## src/rtl/host_bus_pkg.sv

```systemverilog
package host_bus_pkg;
    typedef enum logic [1:0] {
        BM_INTEL = 2'd0,
        BM_MOTO  = 2'd1,
        BM_MUX   = 2'd2
    } bus_mode_e;
endpackage

```

## src/rtl/host_bus_sync.sv

```systemverilog
module host_bus_sync #(
    parameter int W = 4,
    parameter int STAGES = 2,
    parameter logic [W-1:0] RST_VAL = '0
) (
    input  logic         clk,
    input  logic         rst_n,
    input  logic [W-1:0] din,
    output logic [W-1:0] dout
);
    logic [W-1:0] stage_d [STAGES];
    logic [W-1:0] stage_q [STAGES];

    always_comb begin
        stage_d[0] = din;
        for (int i = 1; i < STAGES; i++) stage_d[i] = stage_q[i-1];
    end

    always_ff @(posedge clk or negedge rst_n) begin
        if (!rst_n) begin
            for (int i = 0; i < STAGES; i++) stage_q[i] <= RST_VAL;
        end else begin
            for (int i = 0; i < STAGES; i++) stage_q[i] <= stage_d[i];
        end
    end

    assign dout = stage_q[STAGES-1];
endmodule

```

## src/rtl/host_bus_mode.sv

```systemverilog
module host_bus_mode
    import host_bus_pkg::*;
#(
    parameter int DATA_W = 8,
    parameter int IDX_W = 2
) (
    input  logic              clk,
    input  logic              rst_n,
    input  logic              ale_raw,
    input  logic              ale_s,
    input  logic [DATA_W-1:0] bus_in,
    output bus_mode_e         mode,
    output logic [IDX_W-1:0]  lat_idx
);
    typedef struct packed {
        logic             prev;
        logic             mux;
        logic [IDX_W-1:0] lat;
    } mode_st_t;

    mode_st_t st_d, st_q;

    always_comb begin
        st_d = st_q;
        st_d.prev = ale_s;
        if (st_q.prev && !ale_s) st_d.mux = 1'b1;
        // latch tracks the bus while the raw pin is high; its last value stays
        if (ale_raw) st_d.lat = bus_in[IDX_W-1:0];
    end

    always_ff @(posedge clk or negedge rst_n) begin
        if (!rst_n) st_q <= '0;
        else        st_q <= st_d;
    end

    assign mode    = st_q.mux ? BM_MUX : (ale_s ? BM_MOTO : BM_INTEL);
    assign lat_idx = st_q.lat;
endmodule

```

## src/rtl/host_bus_decode.sv

```systemverilog
module host_bus_decode
    import host_bus_pkg::*;
(
    input  bus_mode_e mode,
    input  logic      cs_n,
    input  logic      rd_n,
    input  logic      wr_n,
    output logic      rd_act,
    output logic      wr_act
);
    always_comb begin
        if (mode == BM_MOTO) begin
            rd_act = !cs_n && !rd_n && wr_n;
            wr_act = !cs_n && !rd_n && !wr_n;
        end else begin
            rd_act = !cs_n && !rd_n;
            wr_act = !cs_n && !wr_n && rd_n;
        end
    end
endmodule

```

## src/rtl/host_bus_port.sv

```systemverilog
module host_bus_port
    import host_bus_pkg::*;
#(
    parameter int DATA_W = 8,
    parameter int IDX_W = 2,
    parameter int SYNC_STAGES = 2
) (
    input  logic              clk,
    input  logic              rst_n,
    input  logic              cs_n,
    input  logic [IDX_W-1:0]  addr,
    input  logic              ale,
    input  logic              rd_n,
    input  logic              wr_n,
    input  logic [DATA_W-1:0] bus_in,
    output logic [DATA_W-1:0] bus_out,
    output logic              bus_oe,
    output logic              rdy_pull,
    output logic [IDX_W-1:0]  reg_idx,
    output logic              reg_rd,
    output logic              reg_wr,
    output logic [DATA_W-1:0] reg_wdata,
    input  logic [DATA_W-1:0] reg_rdata
);
    localparam int NSIG = 4;
    localparam logic [NSIG-1:0] SYNC_RST = 4'b1110;

    logic [NSIG-1:0] sync_out;
    logic            s_cs_n, s_rd_n, s_wr_n, s_ale;
    bus_mode_e       cur_mode;
    logic [IDX_W-1:0] lat_idx;
    logic            rd_act, wr_act, raw_rd, raw_wr;
    logic [IDX_W-1:0] cur_idx;

    host_bus_sync #(.W(NSIG), .STAGES(SYNC_STAGES), .RST_VAL(SYNC_RST)) i_sync (
        .clk(clk), .rst_n(rst_n),
        .din({cs_n, rd_n, wr_n, ale}),
        .dout(sync_out)
    );
    assign {s_cs_n, s_rd_n, s_wr_n, s_ale} = sync_out;

    host_bus_mode #(.DATA_W(DATA_W), .IDX_W(IDX_W)) i_mode (
        .clk(clk), .rst_n(rst_n), .ale_raw(ale), .ale_s(s_ale),
        .bus_in(bus_in), .mode(cur_mode), .lat_idx(lat_idx)
    );

    host_bus_decode i_dec_sync (
        .mode(cur_mode), .cs_n(s_cs_n), .rd_n(s_rd_n), .wr_n(s_wr_n),
        .rd_act(rd_act), .wr_act(wr_act)
    );

    host_bus_decode i_dec_raw (
        .mode(cur_mode), .cs_n(cs_n), .rd_n(rd_n), .wr_n(wr_n),
        .rd_act(raw_rd), .wr_act(raw_wr)
    );

    assign cur_idx = (cur_mode == BM_MUX) ? lat_idx : addr;

    typedef struct packed {
        logic              act_rd;
        logic              act_wr;
        logic [IDX_W-1:0]  idx;
        logic [DATA_W-1:0] wdata;
        logic [DATA_W-1:0] rdata;
        logic              valid;
        logic              done;
        logic              rd_pls;
        logic              wr_pls;
        logic              oe;
    } acc_st_t;

    acc_st_t acc_d, acc_q;

    always_comb begin
        acc_d = acc_q;
        acc_d.rd_pls = 1'b0;
        acc_d.wr_pls = 1'b0;
        acc_d.act_rd = rd_act;
        acc_d.act_wr = wr_act;
        acc_d.oe     = rd_act;
        if (rd_act && !acc_q.act_rd) begin
            acc_d.rd_pls = 1'b1;
            acc_d.idx    = cur_idx;
        end
        if (wr_act && !acc_q.act_wr) acc_d.idx = cur_idx;
        if (acc_q.rd_pls) begin
            acc_d.rdata = reg_rdata;
            acc_d.valid = 1'b1;
        end
        if (wr_act) begin
            acc_d.wdata = bus_in;
            acc_d.done  = 1'b1;
        end
        if (!wr_act && acc_q.act_wr) acc_d.wr_pls = 1'b1;
        if (!rd_act && !wr_act) begin
            acc_d.valid = 1'b0;
            acc_d.done  = 1'b0;
        end
    end

    always_ff @(posedge clk or negedge rst_n) begin
        if (!rst_n) acc_q <= '0;
        else        acc_q <= acc_d;
    end

    always_comb begin
        if (cur_mode == BM_MOTO) rdy_pull = (raw_rd && acc_q.valid) || (raw_wr && acc_q.done);
        else                     rdy_pull = raw_rd && !acc_q.valid;
    end

    assign bus_out   = acc_q.rdata;
    assign bus_oe    = acc_q.oe;
    assign reg_idx   = acc_q.idx;
    assign reg_rd    = acc_q.rd_pls;
    assign reg_wr    = acc_q.wr_pls;
    assign reg_wdata = acc_q.wdata;
endmodule

```

## config.mk

```make
export PLATFORM = sky130hd
export DESIGN_NAME = host_bus_port
export DESIGN_NICKNAME = d
export VERILOG_FILES = /design/src/rtl/host_bus_pkg.sv /design/src/rtl/host_bus_sync.sv /design/src/rtl/host_bus_mode.sv /design/src/rtl/host_bus_decode.sv /design/src/rtl/host_bus_port.sv
export SDC_FILE = /design/constraint.sdc
export NUM_CORES = 1
export LEC_CHECK = 0
export CELL_PAD_IN_SITES_DETAIL_PLACEMENT = 0
export CELL_PAD_IN_SITES_GLOBAL_PLACEMENT = 1
export CORE_UTILIZATION = 44
export DETAILED_ROUTE_END_ITERATION = 10
export DONT_BUFFER_PORTS = 1
export PLACE_DENSITY = 0.7
export SLEW_MARGIN = 20
export SYNTH_ARGS = -nofsm -noshare
export SYNTH_HDL_FRONTEND = slang
export SYNTH_SLANG_ARGS = --single-unit
```

## constraint.sdc

```tcl
create_clock -name clk -period 1.6 [get_ports clk]
set_clock_uncertainty 0.15 [all_clocks]
set_input_delay 0.32 -clock clk [delete_from_list [all_inputs] [get_ports clk]]
set_output_delay 0.32 -clock clk [all_outputs]
set_load 0.1 [all_outputs]
```

After elaboration in Yosys (flattened, before gate mapping)
Cells that the tools add are included.
{"block": "totals", "out_inout_bits": 22, "inputBits": 24, "elab_cells": 65, "register_bits": 36}
{"block": "op_classes", "n_eq_ne": 2, "n_reduce_logical": 34, "muxes": 15}
{"op": "$logic_and 1x1->1", "count": 18}
{"op": "$logic_not 1->1", "count": 12}
{"op": "$mux 1", "count": 10}
{"op": "$mux 2", "count": 5}
{"op": "$reduce_bool 2->1", "count": 3}
{"op": "$eq 2x1->1 const B", "count": 1}
{"op": "$eq 2x2->1 const B", "count": 1}
{"op": "$logic_or 1x1->1", "count": 1}

Logic depth before layout (Yosys ltp)
{"block": "logic_depth", "word_depth": 7, "ltp_mapped": 4, "ltp_nobuf": 4}

Modules after synthesis
Synthesis repeated with hierarchy kept, for this count alone.
{"block": "unflattened", "hier_cells": 107, "area_unflattened_um2": 1531.5}
{"mod": "host_bus_port", "cells_each": 77, "n_inst": 1, "area_each_um2": 1076.0, "seq_area_each_um2": 600.6}
{"mod": "host_bus_sync", "cells_each": 8, "n_inst": 1, "area_each_um2": 207.7, "seq_area_each_um2": 207.7}
{"mod": "host_bus_mode", "cells_each": 12, "n_inst": 1, "area_each_um2": 160.2, "seq_area_each_um2": 100.1}
{"mod": "host_bus_decode", "cells_each": 5, "n_inst": 2, "area_each_um2": 43.8, "seq_area_each_um2": 0.0}

Worst setup path after synthesis
No wires, ideal clock.
{"block": "synth_path", "path_type": "flip-flop to output port", "startpoint": "register i_mode.st_q[2] (netlist bit)", "endpoint": "output port rdy_pull", "n_path_buf": 0, "slack_ns": -1.561, "stages_incl_launch_ff": 4, "arrival_ns": 2.691, "required_ns": 1.130, "path_cell_list": "dfrtp_1 > nor2b_4 > a21oi_1 > nor3_1"}
{"block": "synth_via", "elab_chain_cells": 6, "elab_cells_between_ends": 9, "classes_between": "1 x eq/ne; 4 x mux; 4 x reduce/logical"}
{"element": "start: declaration", "line": "host_bus_mode.sv:21", "rtl": "mode_st_t st_d, st_q;"}
{"element": "start signal: assignment", "line": "host_bus_mode.sv:33", "rtl": "else st_q <= st_d;"}
{"element": "$mux 2 *", "line": "host_bus_mode.sv:36", "rtl": "assign mode = st_q.mux ? BM_MUX : (ale_s ? BM_MOTO : BM_INTEL);"}
{"element": "$eq 2x1->1 *", "line": "host_bus_decode.sv:12, host_bus_port.sv:107"}
{"element": "$mux 1", "line": "host_bus_decode.sv:12", "rtl": "if (mode == BM_MOTO) begin"}
{"element": "$logic_and 1x1->1", "line": "host_bus_port.sv:107", "rtl": "if (cur_mode == BM_MOTO) rdy_pull = (raw_rd && acc_q.valid) || (raw_wr && acc_q.done);"}
{"element": "$logic_or 1x1->1", "line": "host_bus_port.sv:107"}
{"element": "$mux 1 *", "line": "host_bus_port.sv:107"}
{"element": "end: declaration", "line": "host_bus_port.sv:18", "rtl": "output logic rdy_pull,"}
Mark *: on every way between the ends. The rest lies on a longest branch, timed or not.

Worst setup path in the final report
Ends and elaborated chain as after synthesis.

==> impl_metrics.ini <==
[run_status]
status = complete, but fails checks
violations = setup timing

[global_route]
grt_overflow = 0
track_usage_pct = 17.5
antenna_found_initial = 0
grt_max_degree = 37
grt_pass1_vias = 899
grt_pass1_wl_mm = 4.24

[floorplan]
die_x_um = 59.7
rows = 20
die_h_um = 59.7
fp.dieArea_um2 = 3570
start_util_pct = 47.3
core_area_um2 = 3100
ios = 46

[sta]
maxSlewHeadroom_pct = 79.4
setup_slack_ns = -0.309
worst_slew_pin_slew_ns = 0.308
finalHoldViolCount = 0
setup_violations = 12
timing.final.crit_share_pct = 119
max_freq_mhz = 524
setup-tns-final_ns = -1.93
rsz0062_at_grt = true
whs_ns = 0.0994
min_period_ns = 1.91
slew_violations = 0

[clocking]
cts_num_sinks = 36
cts-buffers-inserted = 5
cts-root-buf = clkbuf_4
cts.clk_slew.worst_paths_ns = 0.10
clkLatencyLatePin_ns = 0.34
h-tree-depth = 2
tritoncts = built
cts_max_path_buffers = 2

[routing]
vias = 862
wirelength_mm = 2.75
ant_nets = 0
drt-wirelength-per-cell_um = 14.5
drtPass1Iterations = 3
viasPerCell = 4.54
dr.first_iter.drc_count = 22
drc = 0

[logic_synthesis]
synth.most_common_cell = dfrtp_1
synth_area_um2 = 1470
yosys_warnings = 0
yosysTopAreaCell = dfrtp_1
synth_ff_type = dfrtp_1
ys_ff_latch = 36
synth_area_leaders = dfrtp_1 (51%), mux2_2 (16%), dfstp_2 (11%)
async_flop_share_pct = 100
yosysUniqueCellTypes = 21
syn-instance-count = 99
synth_top_area_share_pct = 51.2
avgSynthCellArea_um2 = 14.8
yosys-top-cells-count = dfrtp_1 (30), mux2_2 (21), buf_4 (18)
seq_area_frac_synth_pct = 61.9
synth_nets = 123
synth-edff-count = 0

[layout]
utilization_pct = 67.3
fillers = 253
nNetsFinal = 169
final_cells = 190
syn_to_final_growth_pct = 42.3
antenna_cells = 0
final_area_um2 = 2090
drive_above_1_share_pct = 58.2

[critical_path]
crit_chain = nor2b_4 > buf_4 > a21oi_4 > nor3_4 > buf_12
required_ns = 1.13
crit_buf_inv = 2
arrival_ns = 1.44
critPathLaunchType = flip-flop
cp_top_family = flip-flops
crit_path_max_fanout = 3
critPathKind = flip-flop to output port
cpMaxStageDelayCell = dfrtp_1
cp-end-kind = output port
cpPeakStageDelay_ns = 0.42

[job]
maxCapViolations = 0

[power_and_ir_drop]
power_density_nw_per_um2 = 1340
p_leak_nw = 0.923
vdd_drop_max_uv = 702
total_power_mw = 2.80

[place]
dp_hpwl_mm = 1.59
placed_cells = 154
placed_cell_area_um2 = 1720
portBuffers = 0
place_congestion = 0.720
pre_cts_slack_ns = -0.157

[min_path]
hold_path_class = input port to flip-flop
state kept, by name, indices dropped and copies added, names as in the netlist, 2 cells and up:
register,flops
acc_q,3
bus_out,8
i_mode.lat_idx,2
i_mode.st_q,2
i_sync.dout,4
i_sync.stage_d,4
reg_idx,2
reg_wdata,8
power breakdown:
part / internal, mW / switching [mW]
Sequential: 1.03 / 0.0673
Clock: 0.171 / 0.282
Combinational: 0.371 / 0.872
layer usage:
| metal | wire (um) | part of all wire (%) | up-vias | track usage, % |
|---|---|---|---|---|
| li1 | - | - | 407 | - |
| met1 | 1060 | 39 | 417 | 20.2 |
| met2 | 1480 | 54 | 32 | 29.5 |
| met3 | 155 | 5.6 | 6 | 5.84 |
| met4 | 51 | 1.9 | 0 | 7.97 |
| met5 | 0 | 0 | - | 0 |
worst register-to-register path, stage by stage (launching register included):
cell	delay (ns)
dfrtp_1	0.39
nor2b_4	0.14
buf_4	0.14
mux2i_4	0.19
nor2_4	0.27
mux2_2	0.39
final timing paths:
path,from,cells past startpoint,endpoint,slack (ns)
setup / recovery,i_mode.st_q[2],5,rdy_pull,-0.31
hold / removal,addr[0],2,reg_idx[0],0.1
setup reg to reg,i_sync.dout[0],5,reg_wdata[4],-0.19
hold reg to reg,i_sync.stage_d[2],0,i_sync.dout[2],0.21
max in group asynchronous,rst_n,2,i_sync.stage_d[1],0.77
min in group asynchronous,rst_n,2,reg_wdata[3],0.29
kinds of logic after synthesis:
group	Yosys count	share of synthesized area [%]
multiplexers	24	19.1
AO/OA/AOI/OAI	5	2.47
flip-flops	36	61.9
AND/OR/NAND/NOR	14	6.74
buffers and inverters	20	9.73
layout make-up:
| class | instances | area [um2] | area share [%] |
|---|---|---|---|
| Timing Repair Buffer | 58 | 601 | 28.8 |
| Multi-Input combinational cell | 43 | 464 | 22.2 |
| Inverter | 1 | 3.75 | 0.180 |
| Sequential cell | 36 | 913 | 43.8 |
| Clock inverter | 1 | 5.00 | 0.240 |
| Clock buffer | 7 | 45.0 | 2.16 |
| Tap cell | 44 | 55.1 | 2.64 |
what timing repair did:
item,4_1_cts,5_1_grt
hold endpoints to repair,58,1
pin swaps,1,1
endpoints found under the setup margin,12,14
hold buffers,21,1
gates resized for setup,4,3
buffers inserted,5,3
cells in the final DEF (no fill, tap or decap), types with 2 or more instances in the layout:
master	Yosys	layout
and2b_1	2	2
clkbuf_4	0	5
dfrtp_1	30	28
mux2_2	21	20
nor2_1	3	2
dfstp_2	6	6
dlygate4sd3_1	0	21
mux2_4	2	3
buf_12	0	9
clkbuf_1	1	2
buf_4	18	28
nor3_1	3	2
Power figures use the tool's default switching activity.
